### src/rtl/iodma_pkg.sv
package iodma_pkg;
    typedef enum logic [1:0] {
        SEQ_IDLE = 2'd0,
        SEQ_RD   = 2'd1,
        SEQ_WR   = 2'd2
    } seq_state_e;

    localparam logic [1:0] SEL_MADDR = 2'd0;
    localparam logic [1:0] SEL_IO    = 2'd1;
    localparam logic [1:0] SEL_COUNT = 2'd2;
    localparam logic [1:0] SEL_CTRL  = 2'd3;

    localparam int CTRL_EN_BIT   = 0;
    localparam int CTRL_WORD_BIT = 1;
    localparam int CTRL_DEC_BIT  = 2;
endpackage

### src/rtl/iodma_regs.sv
module iodma_regs
    import iodma_pkg::*;
#(
    parameter int AW  = 24,
    parameter int IOW = 8,
    parameter int CW  = 16
) (
    input  logic          clk,
    input  logic          rst_n,
    input  logic          cfg_we,
    input  logic [1:0]    cfg_sel,
    input  logic [AW-1:0] cfg_wdata,
    input  logic          step_i,
    input  logic          err_set_i,
    output logic [AW-1:0] maddr_o,
    output logic [IOW-1:0] io_lo_o,
    output logic [CW-1:0] cnt_o,
    output logic          en_o,
    output logic          word_o,
    output logic          dec_o,
    output logic          err_o,
    output logic          done_o
);
    typedef struct packed {
        logic [AW-1:0]  maddr;
        logic [IOW-1:0] io_lo;
        logic [CW-1:0]  cnt;
        logic           en;
        logic           word;
        logic           dec;
        logic           err;
        logic           done;
    } regs_t;

    regs_t r_d, r_q;
    logic [AW-1:0] stride;

    always_comb begin
        r_d      = r_q;
        r_d.done = 1'b0;
        stride   = {{(AW-2){1'b0}}, r_q.word, ~r_q.word};
        if (cfg_we) begin
            unique case (cfg_sel)
                SEL_MADDR: r_d.maddr = cfg_wdata;
                SEL_IO:    r_d.io_lo = cfg_wdata[IOW-1:0];
                SEL_COUNT: r_d.cnt   = cfg_wdata[CW-1:0];
                SEL_CTRL: begin
                    r_d.en   = cfg_wdata[CTRL_EN_BIT];
                    r_d.word = cfg_wdata[CTRL_WORD_BIT];
                    r_d.dec  = cfg_wdata[CTRL_DEC_BIT];
                    r_d.err  = 1'b0;
                end
                default: ;
            endcase
        end
        if (err_set_i) r_d.err = 1'b1;
        if (step_i) begin
            r_d.maddr = r_q.dec ? (r_q.maddr - stride) : (r_q.maddr + stride);
            r_d.cnt   = r_q.cnt - 1'b1;
            if (r_q.cnt == {{(CW-1){1'b0}}, 1'b1}) begin
                r_d.en   = 1'b0;
                r_d.done = 1'b1;
            end
        end
    end

    always_ff @(posedge clk or negedge rst_n) begin
        if (!rst_n) r_q <= '0;
        else        r_q <= r_d;
    end

    assign maddr_o = r_q.maddr;
    assign io_lo_o = r_q.io_lo;
    assign cnt_o   = r_q.cnt;
    assign en_o    = r_q.en;
    assign word_o  = r_q.word;
    assign dec_o   = r_q.dec;
    assign err_o   = r_q.err;
    assign done_o  = r_q.done;

    assert_io_hold_R3: assert property (@(posedge clk) disable iff (!rst_n)
        !(cfg_we && cfg_sel == SEL_IO) |=> $stable(io_lo_o));
    assert_cnt_step_R6: assert property (@(posedge clk) disable iff (!rst_n)
        step_i |=> cnt_o == $past(cnt_o) - 1'b1);
    assert_done_clears_en_R6: assert property (@(posedge clk) disable iff (!rst_n)
        done_o |-> !en_o);
    assert_byte_inc_R2: assert property (@(posedge clk) disable iff (!rst_n)
        (step_i && !word_o && !dec_o) |=> maddr_o == $past(maddr_o) + 1'b1);
endmodule

### src/rtl/iodma_seq.sv
module iodma_seq
    import iodma_pkg::*;
#(
    parameter int AW     = 24,
    parameter int DW     = 16,
    parameter int IOW    = 8,
    parameter int SRC_W  = 2,
    parameter int RX_SRC = 1
) (
    input  logic             clk,
    input  logic             rst_n,
    input  logic             en_i,
    input  logic             cnt_nz_i,
    input  logic             word_i,
    input  logic [AW-1:0]    maddr_i,
    input  logic [IOW-1:0]   io_lo_i,
    input  logic             req_valid,
    input  logic [SRC_W-1:0] req_src,
    input  logic [DW-1:0]    bus_rdata,
    input  logic             bus_ready,
    output logic             bus_rd,
    output logic             bus_wr,
    output logic [AW-1:0]    bus_addr,
    output logic [DW-1:0]    bus_wdata,
    output logic             step_o,
    output logic             err_o
);
    localparam int UPPER = AW - IOW;
    localparam int HALF  = DW / 2;

    typedef struct packed {
        seq_state_e       state;
        logic             to_mem;
        logic [DW-1:0]    hold;
        logic             pend;
        logic [SRC_W-1:0] pend_src;
    } seq_t;

    seq_t s_d, s_q;
    logic [SRC_W-1:0] pick_src;
    logic [AW-1:0]    io_addr;

    assign io_addr = {{UPPER{1'b1}}, io_lo_i};

    always_comb begin
        s_d      = s_q;
        step_o   = 1'b0;
        err_o    = 1'b0;
        pick_src = s_q.pend ? s_q.pend_src : req_src;
        unique case (s_q.state)
            SEQ_IDLE: begin
                if (!en_i || !cnt_nz_i) begin
                    s_d.pend = 1'b0;
                end else if (req_valid || s_q.pend) begin
                    s_d.pend = 1'b0;
                    if (word_i && maddr_i[0]) begin
                        err_o = 1'b1;
                    end else begin
                        s_d.state  = SEQ_RD;
                        s_d.to_mem = (pick_src == SRC_W'(RX_SRC));
                    end
                end
            end
            SEQ_RD: begin
                if (bus_ready) begin
                    s_d.hold  = bus_rdata;
                    s_d.state = SEQ_WR;
                end
            end
            SEQ_WR: begin
                if (bus_ready) begin
                    step_o    = 1'b1;
                    s_d.state = SEQ_IDLE;
                end
            end
            default: s_d.state = SEQ_IDLE;
        endcase
        if (s_q.state != SEQ_IDLE && req_valid && !s_q.pend) begin
            s_d.pend     = 1'b1;
            s_d.pend_src = req_src;
        end
    end

    always_ff @(posedge clk or negedge rst_n) begin
        if (!rst_n) s_q <= '{state: SEQ_IDLE, default: '0};
        else        s_q <= s_d;
    end

    always_comb begin
        bus_rd    = (s_q.state == SEQ_RD);
        bus_wr    = (s_q.state == SEQ_WR);
        bus_addr  = '0;
        if (bus_rd) bus_addr = s_q.to_mem ? io_addr : maddr_i;
        if (bus_wr) bus_addr = s_q.to_mem ? maddr_i : io_addr;
        bus_wdata = word_i ? s_q.hold : {{(DW-HALF){1'b0}}, s_q.hold[HALF-1:0]};
    end

    assert_rd_wr_excl_R9: assert property (@(posedge clk) disable iff (!rst_n)
        !(bus_rd && bus_wr));
    assert_rd_waits_R9: assert property (@(posedge clk) disable iff (!rst_n)
        (bus_rd && !bus_ready) |=> (bus_rd && $stable(bus_addr)));
    assert_wr_waits_R9: assert property (@(posedge clk) disable iff (!rst_n)
        (bus_wr && !bus_ready) |=> (bus_wr && $stable(bus_addr)));
    assert_io_upper_R3: assert property (@(posedge clk) disable iff (!rst_n)
        (bus_rd || bus_wr) |-> (bus_addr == maddr_i || bus_addr[AW-1:IOW] == {UPPER{1'b1}}));
    assert_idle_disabled_R7: assert property (@(posedge clk) disable iff (!rst_n)
        (s_q.state == SEQ_IDLE && !en_i) |=> !bus_rd);
    assert_err_no_cycle_R10: assert property (@(posedge clk) disable iff (!rst_n)
        err_o |=> !bus_rd);
endmodule

### src/rtl/iodma_channel.sv
module iodma_channel
    import iodma_pkg::*;
#(
    parameter int AW     = 24,
    parameter int DW     = 16,
    parameter int IOW    = 8,
    parameter int CW     = 16,
    parameter int SRC_W  = 2,
    parameter int RX_SRC = 1
) (
    input  logic             clk,
    input  logic             rst_n,
    input  logic             cfg_we,
    input  logic [1:0]       cfg_sel,
    input  logic [AW-1:0]    cfg_wdata,
    input  logic             req_valid,
    input  logic [SRC_W-1:0] req_src,
    output logic             bus_rd,
    output logic             bus_wr,
    output logic [AW-1:0]    bus_addr,
    output logic             bus_word,
    output logic [DW-1:0]    bus_wdata,
    input  logic [DW-1:0]    bus_rdata,
    input  logic             bus_ready,
    output logic             done,
    output logic             err,
    output logic             ch_en,
    output logic [CW-1:0]    remaining,
    output logic [AW-1:0]    mem_addr
);
    logic           step, err_set, word, dec;
    logic [IOW-1:0] io_lo;

    iodma_regs #(.AW(AW), .IOW(IOW), .CW(CW)) u_regs (
        .clk       (clk),
        .rst_n     (rst_n),
        .cfg_we    (cfg_we),
        .cfg_sel   (cfg_sel),
        .cfg_wdata (cfg_wdata),
        .step_i    (step),
        .err_set_i (err_set),
        .maddr_o   (mem_addr),
        .io_lo_o   (io_lo),
        .cnt_o     (remaining),
        .en_o      (ch_en),
        .word_o    (word),
        .dec_o     (dec),
        .err_o     (err),
        .done_o    (done)
    );

    iodma_seq #(.AW(AW), .DW(DW), .IOW(IOW), .SRC_W(SRC_W), .RX_SRC(RX_SRC)) u_seq (
        .clk       (clk),
        .rst_n     (rst_n),
        .en_i      (ch_en),
        .cnt_nz_i  (remaining != '0),
        .word_i    (word),
        .maddr_i   (mem_addr),
        .io_lo_i   (io_lo),
        .req_valid (req_valid),
        .req_src   (req_src),
        .bus_rdata (bus_rdata),
        .bus_ready (bus_ready),
        .bus_rd    (bus_rd),
        .bus_wr    (bus_wr),
        .bus_addr  (bus_addr),
        .bus_wdata (bus_wdata),
        .step_o    (step),
        .err_o     (err_set)
    );

    assign bus_word = word;

    assert_dec_known_R2: assert property (@(posedge clk) disable iff (!rst_n)
        (step && dec && !word) |=> mem_addr == $past(mem_addr) - 1'b1);
endmodule

### config.mk
export PLATFORM = sky130hd
export DESIGN_NAME = iodma_channel
export DESIGN_NICKNAME = d
export VERILOG_FILES = /design/src/rtl/iodma_pkg.sv /design/src/rtl/iodma_regs.sv /design/src/rtl/iodma_seq.sv /design/src/rtl/iodma_channel.sv
export SDC_FILE = /design/constraint.sdc
export NUM_CORES = 1
export LEC_CHECK = 0
export BUFFER_PORTS_ARGS = -buffer_cell sky130_fd_sc_hd__buf_2
export CAP_MARGIN = 20
export CELL_PAD_IN_SITES_DETAIL_PLACEMENT = 1
export CELL_PAD_IN_SITES_GLOBAL_PLACEMENT = 2
export CORE_AREA = 3 3 96 190
export DETAILED_ROUTE_END_ITERATION = 7
export DIE_AREA = 0 0 99 193
export PLACE_DENSITY = 0.86
export SLEW_MARGIN = 10
export SYNTH_ARGS = -nofsm -noshare
export SYNTH_HDL_FRONTEND = slang
export SYNTH_SLANG_ARGS = --single-unit
### constraint.sdc
create_clock -name clk -period 4.1 [get_ports clk]
set_clock_uncertainty 0.15 [all_clocks]
set_input_delay 0.41 -clock clk [delete_from_list [all_inputs] [get_ports clk]]
set_output_delay 0.41 -clock clk [all_outputs]
set_load 0.01 [all_outputs]
[After elaboration in Yosys (flattened, before gate mapping)]
Cells that the tools add are included.
Operators by class
  add/sub/neg operators: 3
  reduce and logical (&&, ||, !) cells: 28
  equality and inequality tests: 12
  bitwise gates (word level): 3
  mux-type cells: 34
Operators with widths (count)
  two-way mux 24 bit: 7
  two-way mux 52 bit: 1
  two-way mux 16 bit: 2
  adder 24 x 2 -> 24 bit: 1
  subtractor 24 x 2 -> 24 bit: 1
  two-way mux 17 bit: 1
  equality test 16 x 1 -> 1 bit, second input constant: 1
  nonzero test 16 bit: 1
  subtractor 16 x 1 -> 16 bit, second input constant: 1
  AND reduction 2 bit: 7
  nonzero test 2 bit: 7
  two-way mux 1 bit: 13
  two-way mux 3 bit: 4
  two-way mux 8 bit: 1
  equality test 2 x 1 -> 1 bit, second input constant: 3
  equality test 2 bit, second input constant: 3
  two-way mux 2 bit: 3
  inequality test 2 x 1 -> 1 bit, second input constant: 3
  one-hot mux 2 bit (3 select lines): 1
  AND reduction 5 bit: 1
  zero test 2 bit: 2
  two-way mux 4 bit: 1
  inequality test 2 bit, second input constant: 2
  AND reduction 4 bit: 1
  5 further kinds: 12
Word-level totals
  output and inout port bits: 86
  input port bits: 49
  bits in registers: 75
  word-level logic and storage cells: 93

[Depth between registers and ports, before layout]
  word-level depth: 7
  gate-level depth with buffers: 10
  mapped depth without buffers: 10

[By module]
Synthesis repeated with hierarchy kept, for this count alone.
Unflattened totals
  cell total of the unflattened synthesis: 598
  area total of the unflattened synthesis: 5378.9 um^2
By module, submodules not included
  iodma_regs: seq. area each 1326.3 um^2, times used 1, area an instance 3886.2 um^2, cells an instance 451
  iodma_seq: seq. area each 550.5 um^2, times used 1, area an instance 1461.4 um^2, cells an instance 142
  iodma_channel: seq. area each 0.0 um^2, times used 1, area an instance 31.3 um^2, cells an instance 5

[Worst setup path before layout]
Ideal clock, no wire load.
  kind: register to register
  from: reg u_regs.r_q, in the netlist u_regs.dec_o
  to: reg u_regs.r_q, in the netlist u_regs.maddr_o[22]
  data arrival time: 2.658 ns
  library setup time: 0.120 ns
  data required time: 3.830 ns
  stages on the path, launching flop included: 9
  period minus slack after synthesis: 2.928 ns
  setup slack: 1.172 ns
  cells stage by stage: dfrtp_1 > nor2b_1 > fa_1 > a21o_1 > a221oi_4 > o21ai_2 > and4b_1 > or3_1 > a31o_1
Between the ends
  word-level cells in the longest chain between the ends: 2
Ends and longest elaborated chain
  start: declaration: RTL line iodma_regs.sv:35  | regs_t r_d, r_q;
  start signal: assignment: RTL line iodma_regs.sv:69  | else r_q <= r_d;
  two-way mux 24 bit: RTL line iodma_regs.sv:58  | r_d.maddr = r_q.dec ? (r_q.maddr - stride) : (r_q.maddr + stride);
  two-way mux 24 bit: RTL line iodma_regs.sv:57  | if (step_i) begin
No other way between the ends.
A chain may end at the register's enable or synchronous reset.

[Worst setup path after layout]
Same ends and word-level chain as after synthesis.

==> run summary <==
The largest net degree at the start of global routing is 76. Summed over its instances, the top area cell type makes up 35.9% of the synthesized netlist area. The remaining global-route overflow is 0. The iteration count of the initial detailed-routing pass is 6. The smallest clock period supported by the final layout is computed as 3.30 ns.

The vias after detailed routing came out at 5254. In this run the worst path has a maximum fanout of 18. The class of the tightest hold or removal check is in -> reg.

The number of clock buffers added by TritonCTS is 9. The launching element of the worst setup path is u_regs.dec_o. The share of layout cells above drive strength 1 is 28.0%. In this run the most critical hold path is launched from bus_rdata[5].

The synthesized design spends more area on one cell type than any other, namely sky130_fd_sc_hd__dfrtp_1. The total power draw is 0.00529 W. The signal arrival time at the worst endpoint came out at 3.38 ns.

Yosys attributes the largest share of cell area to sky130_fd_sc_hd__dfrtp_1 (36%), sky130_fd_sc_hd__nand2_1 (7.1%), sky130_fd_sc_hd__mux2_2 (6.5%), sky130_fd_sc_hd__ha_1 (6.0%), sky130_fd_sc_hd__a21oi_1 (4.4%). The first global-routing pass estimated 30600 um of wire. In this design, the largest share of critical-path delay is due to compound AO/OA/AOI/OAI gates. The number of enable-type register cells in the synthesized netlist came out at 0. The initial core utilization is 31.0%. A synthesized cell averages 8.56 um2. The cell internal power dissipation is 0.00286 W. The signal on the critical path passes through ha_1, a21oi_1, o21ai_0, a221oi_1, o21ai_1, or3_1, a31o_1. The number of antenna-violating nets in the routed design is 0.

In the layout the commonest cells are sky130_fd_sc_hd__buf_2 (133), sky130_fd_sc_hd__nand2_1 (99), sky130_fd_sc_hd__dfrtp_1 (75). The setup path with the least slack is of type reg -> reg. The proportion of total power due to net switching came out at 46.0%.

In the synthesized netlist, the number of instances is 611. The number of levels in the clock H-tree came out at 3. The fraction of power consumed by sequential logic is 27.4%.

The setup violation total in the final timing report is 0. Setup repair after global routing left no endpoint under its margin. The number of global-route vias before repair is 5798. The routability congestion estimate from global placement is 0.898. The final-report hold violation count came to 0. The DRC violation count after routing is 0. The core region is 16800 um2. The net switching component of the power is 0.00243 W.

The die covers 19100 um2. The placed wire-length estimate is 15500 um. The number of distinct library cell variants in the gate-level netlist after synthesis came out at 67. The worst-case headroom to the max-slew limit is 41.6%.

The worst endpoint required time is 4.18 ns. The commonest non-fill, non-tap cell in the layout is sky130_fd_sc_hd__buf_2. The tree is rooted in a sky130_fd_sc_hd__clkbuf_16. The startpoint class of the critical path is a register.

During synthesis, Yosys emitted a total of 0 warnings. The number of sinks driven by the clock tree came out at 75. Of the available clock period, the critical path in the final layout requires 80.4%. The count of final max-slew check failures is 0.

The cell at the slowest stage of the critical path is sky130_fd_sc_hd__dfrtp_1. The number of max-cap violations is 0. The die is 193 um tall. For this run, the post-layout net count is 799. Across the VDD grid, the largest voltage drop is 0.000277 V.

The latest clock arrival within the worst-skew pair is 0.34 ns. The slew at the pin closest to its max-slew limit is 0.876 ns. The cell area after synthesis is 5230 um2.

Using the TritonRoute via totals, the vias-per-cell ratio works out to 5.62. The logic gate share of total power came out at 55.1%. The async set-reset flop share out of synthesis came out at 100%. The leakage dissipation is 3.08 nW.

In the synthesized netlist the dominant register cell turns out to be sky130_fd_sc_hd__dfrtp_1. After synthesis the netlist holds a flip-flop and latch count of 75. Port buffering added 134 buffers. For this run, the register share of the synthesized area comes to 35.9%. The maximum clock frequency is 303 MHz. The buffers plus inverters on the worst setup path is 0. The areal power density over the cells is 824 nW/um2.

From synthesis to final layout, the design area changed by 22.7%. The filler cells instantiated in the layout total 2038. The routed wire length is 19700 um.

The clock slew seen by the registers of the worst setup and hold paths came out at 0.07 ns. The width of the die came out at 99 um. The initial antenna violation count came out at 0.

In this run the critical register-to-register path is launched from u_regs.dec_o. The final core utilization came out at 38.1%. The clock share of power came out at 17.5%. The per-cell routed wire length is 21.0 um. The TritonCTS clock tree is done.

The hold buffer count at CTS is 0. The total routing usage reported by global routing is 20.5%. The critical path endpoint category is a register. The largest buffer count on any clock path is 2. The synthesized netlist net count came out at 686. The number of ports placed on the die boundary came out at 135.

The run finished with clean final reports. The number of setup buffers added after CTS came out at 0. Setup total negative slack on the finished layout was measured at 0 ns.

The number of instances resized during post-cts repair is 0. The biggest cell delay along the critical path is 0.80 ns. The floorplan has 67 rows.

The violation count after the first detailed-route iteration came out at 179. 0 antenna diodes ended up in the layout.
[worst register-to-register path, stage by stage (launching register included)]
cell and delay [ns]:
sky130_fd_sc_hd__dfrtp_1 0.80, sky130_fd_sc_hd__ha_1 0.44, sky130_fd_sc_hd__a21oi_1 0.23, sky130_fd_sc_hd__o21ai_0 0.27, sky130_fd_sc_hd__a221oi_1 0.61, sky130_fd_sc_hd__o21ai_1 0.13, sky130_fd_sc_hd__or3_1 0.36, sky130_fd_sc_hd__a31o_1 0.21
[power groups by stage]
| stage | clock [W] | combinational (W) | sequential, W |
|---|---|---|---|
| after floorplan | 0 | 0.00195 | 0.00138 |
| after global placement | 0 | 0.00282 | 0.00143 |
| after detailed placement | 0 | 0.00293 | 0.00146 |
| after CTS | 0.000942 | 0.00295 | 0.00145 |
| after global routing | 0.000977 | 0.00324 | 0.00150 |
| final | 0.000927 | 0.00291 | 0.00145 |
[sequential cells by signal, summed over array words and instances, names as in the netlist]
name	cells
u_regs.word_o	1
u_regs.maddr_o	24
u_regs.en_o	1
u_regs.err_o	1
u_seq.s_q	22
u_regs.done_o	1
u_regs.dec_o	1
u_regs.cnt_o	16
u_regs.io_lo_o	8
[metal layers]
metal  wire, um  GRT usage [%]  part of all wire [%]
met3        718           2.56                   3.6
met2      11400           41.3                    58
met1       6700           20.1                    34
met5          0              0                     0
met4        843           9.31                   4.3
[final cells by class]
class,instances,area [um2],share of cell area (%)
Inverter,16,60.1,0.936
Timing Repair Buffer,143,763,11.9
Clock buffer,9,225,3.51
Multi-Input combinational cell,479,3120,48.6
Sequential cell,75,1880,29.2
Clock inverter,6,115,1.79
Tap cell,207,259,4.04
[worst paths after layout]
kind	end	slack, ns	cells past startpoint
min	u_seq.s_q[8]	0.16	2
max	u_regs.maddr_o[22]	0.80	7
min reg2reg	u_regs.err_o	0.35	1
max reg2reg	u_regs.maddr_o[22]	0.80	7
min in group asynchronous	u_regs.maddr_o[8]	0.32	2
max in group asynchronous	u_regs.cnt_o[5]	2.90	3
[stage by stage]
step                setup slack [ns]  area (um2)  cells  hold WS [ns]
floorplan                       1.17        5230    611       -0.0356
global route                   0.613        6420    935         0.160
finish                         0.803        6420    935         0.162
CTS                            0.825        6380    933         0.147
detailed placement             0.839        6040    918         0.337
global placement               0.896        6040    918         0.330
[cells in the mapped netlist, types with 11 or more instances]
master / instances
sky130_fd_sc_hd__dfrtp_1: 75
sky130_fd_sc_hd__ha_1: 25
sky130_fd_sc_hd__nand2_1: 99
sky130_fd_sc_hd__mux2i_1: 19
sky130_fd_sc_hd__and2_1: 13
sky130_fd_sc_hd__nand3_1: 33
sky130_fd_sc_hd__inv_1: 16
sky130_fd_sc_hd__o21ai_0: 36
sky130_fd_sc_hd__mux2_2: 30
sky130_fd_sc_hd__nor2_1: 36
sky130_fd_sc_hd__xnor2_1: 11
sky130_fd_sc_hd__a21oi_1: 46
sky130_fd_sc_hd__clkbuf_1: 27
[cell families after synthesis]
kind of cell               count (synthesis)  synth area share, %
and+or+nand+nor                          235                 21.8
xor gates and xnor gates                  15                 2.51
buffers and inverters                     57                 4.69
muxes                                     49                 10.1
AOI/OAI and AO/OA                        154                 18.7
DFF                                       75                 35.9
adders and majority gates                 26                 6.36
Power figures use the tool's default switching activity.
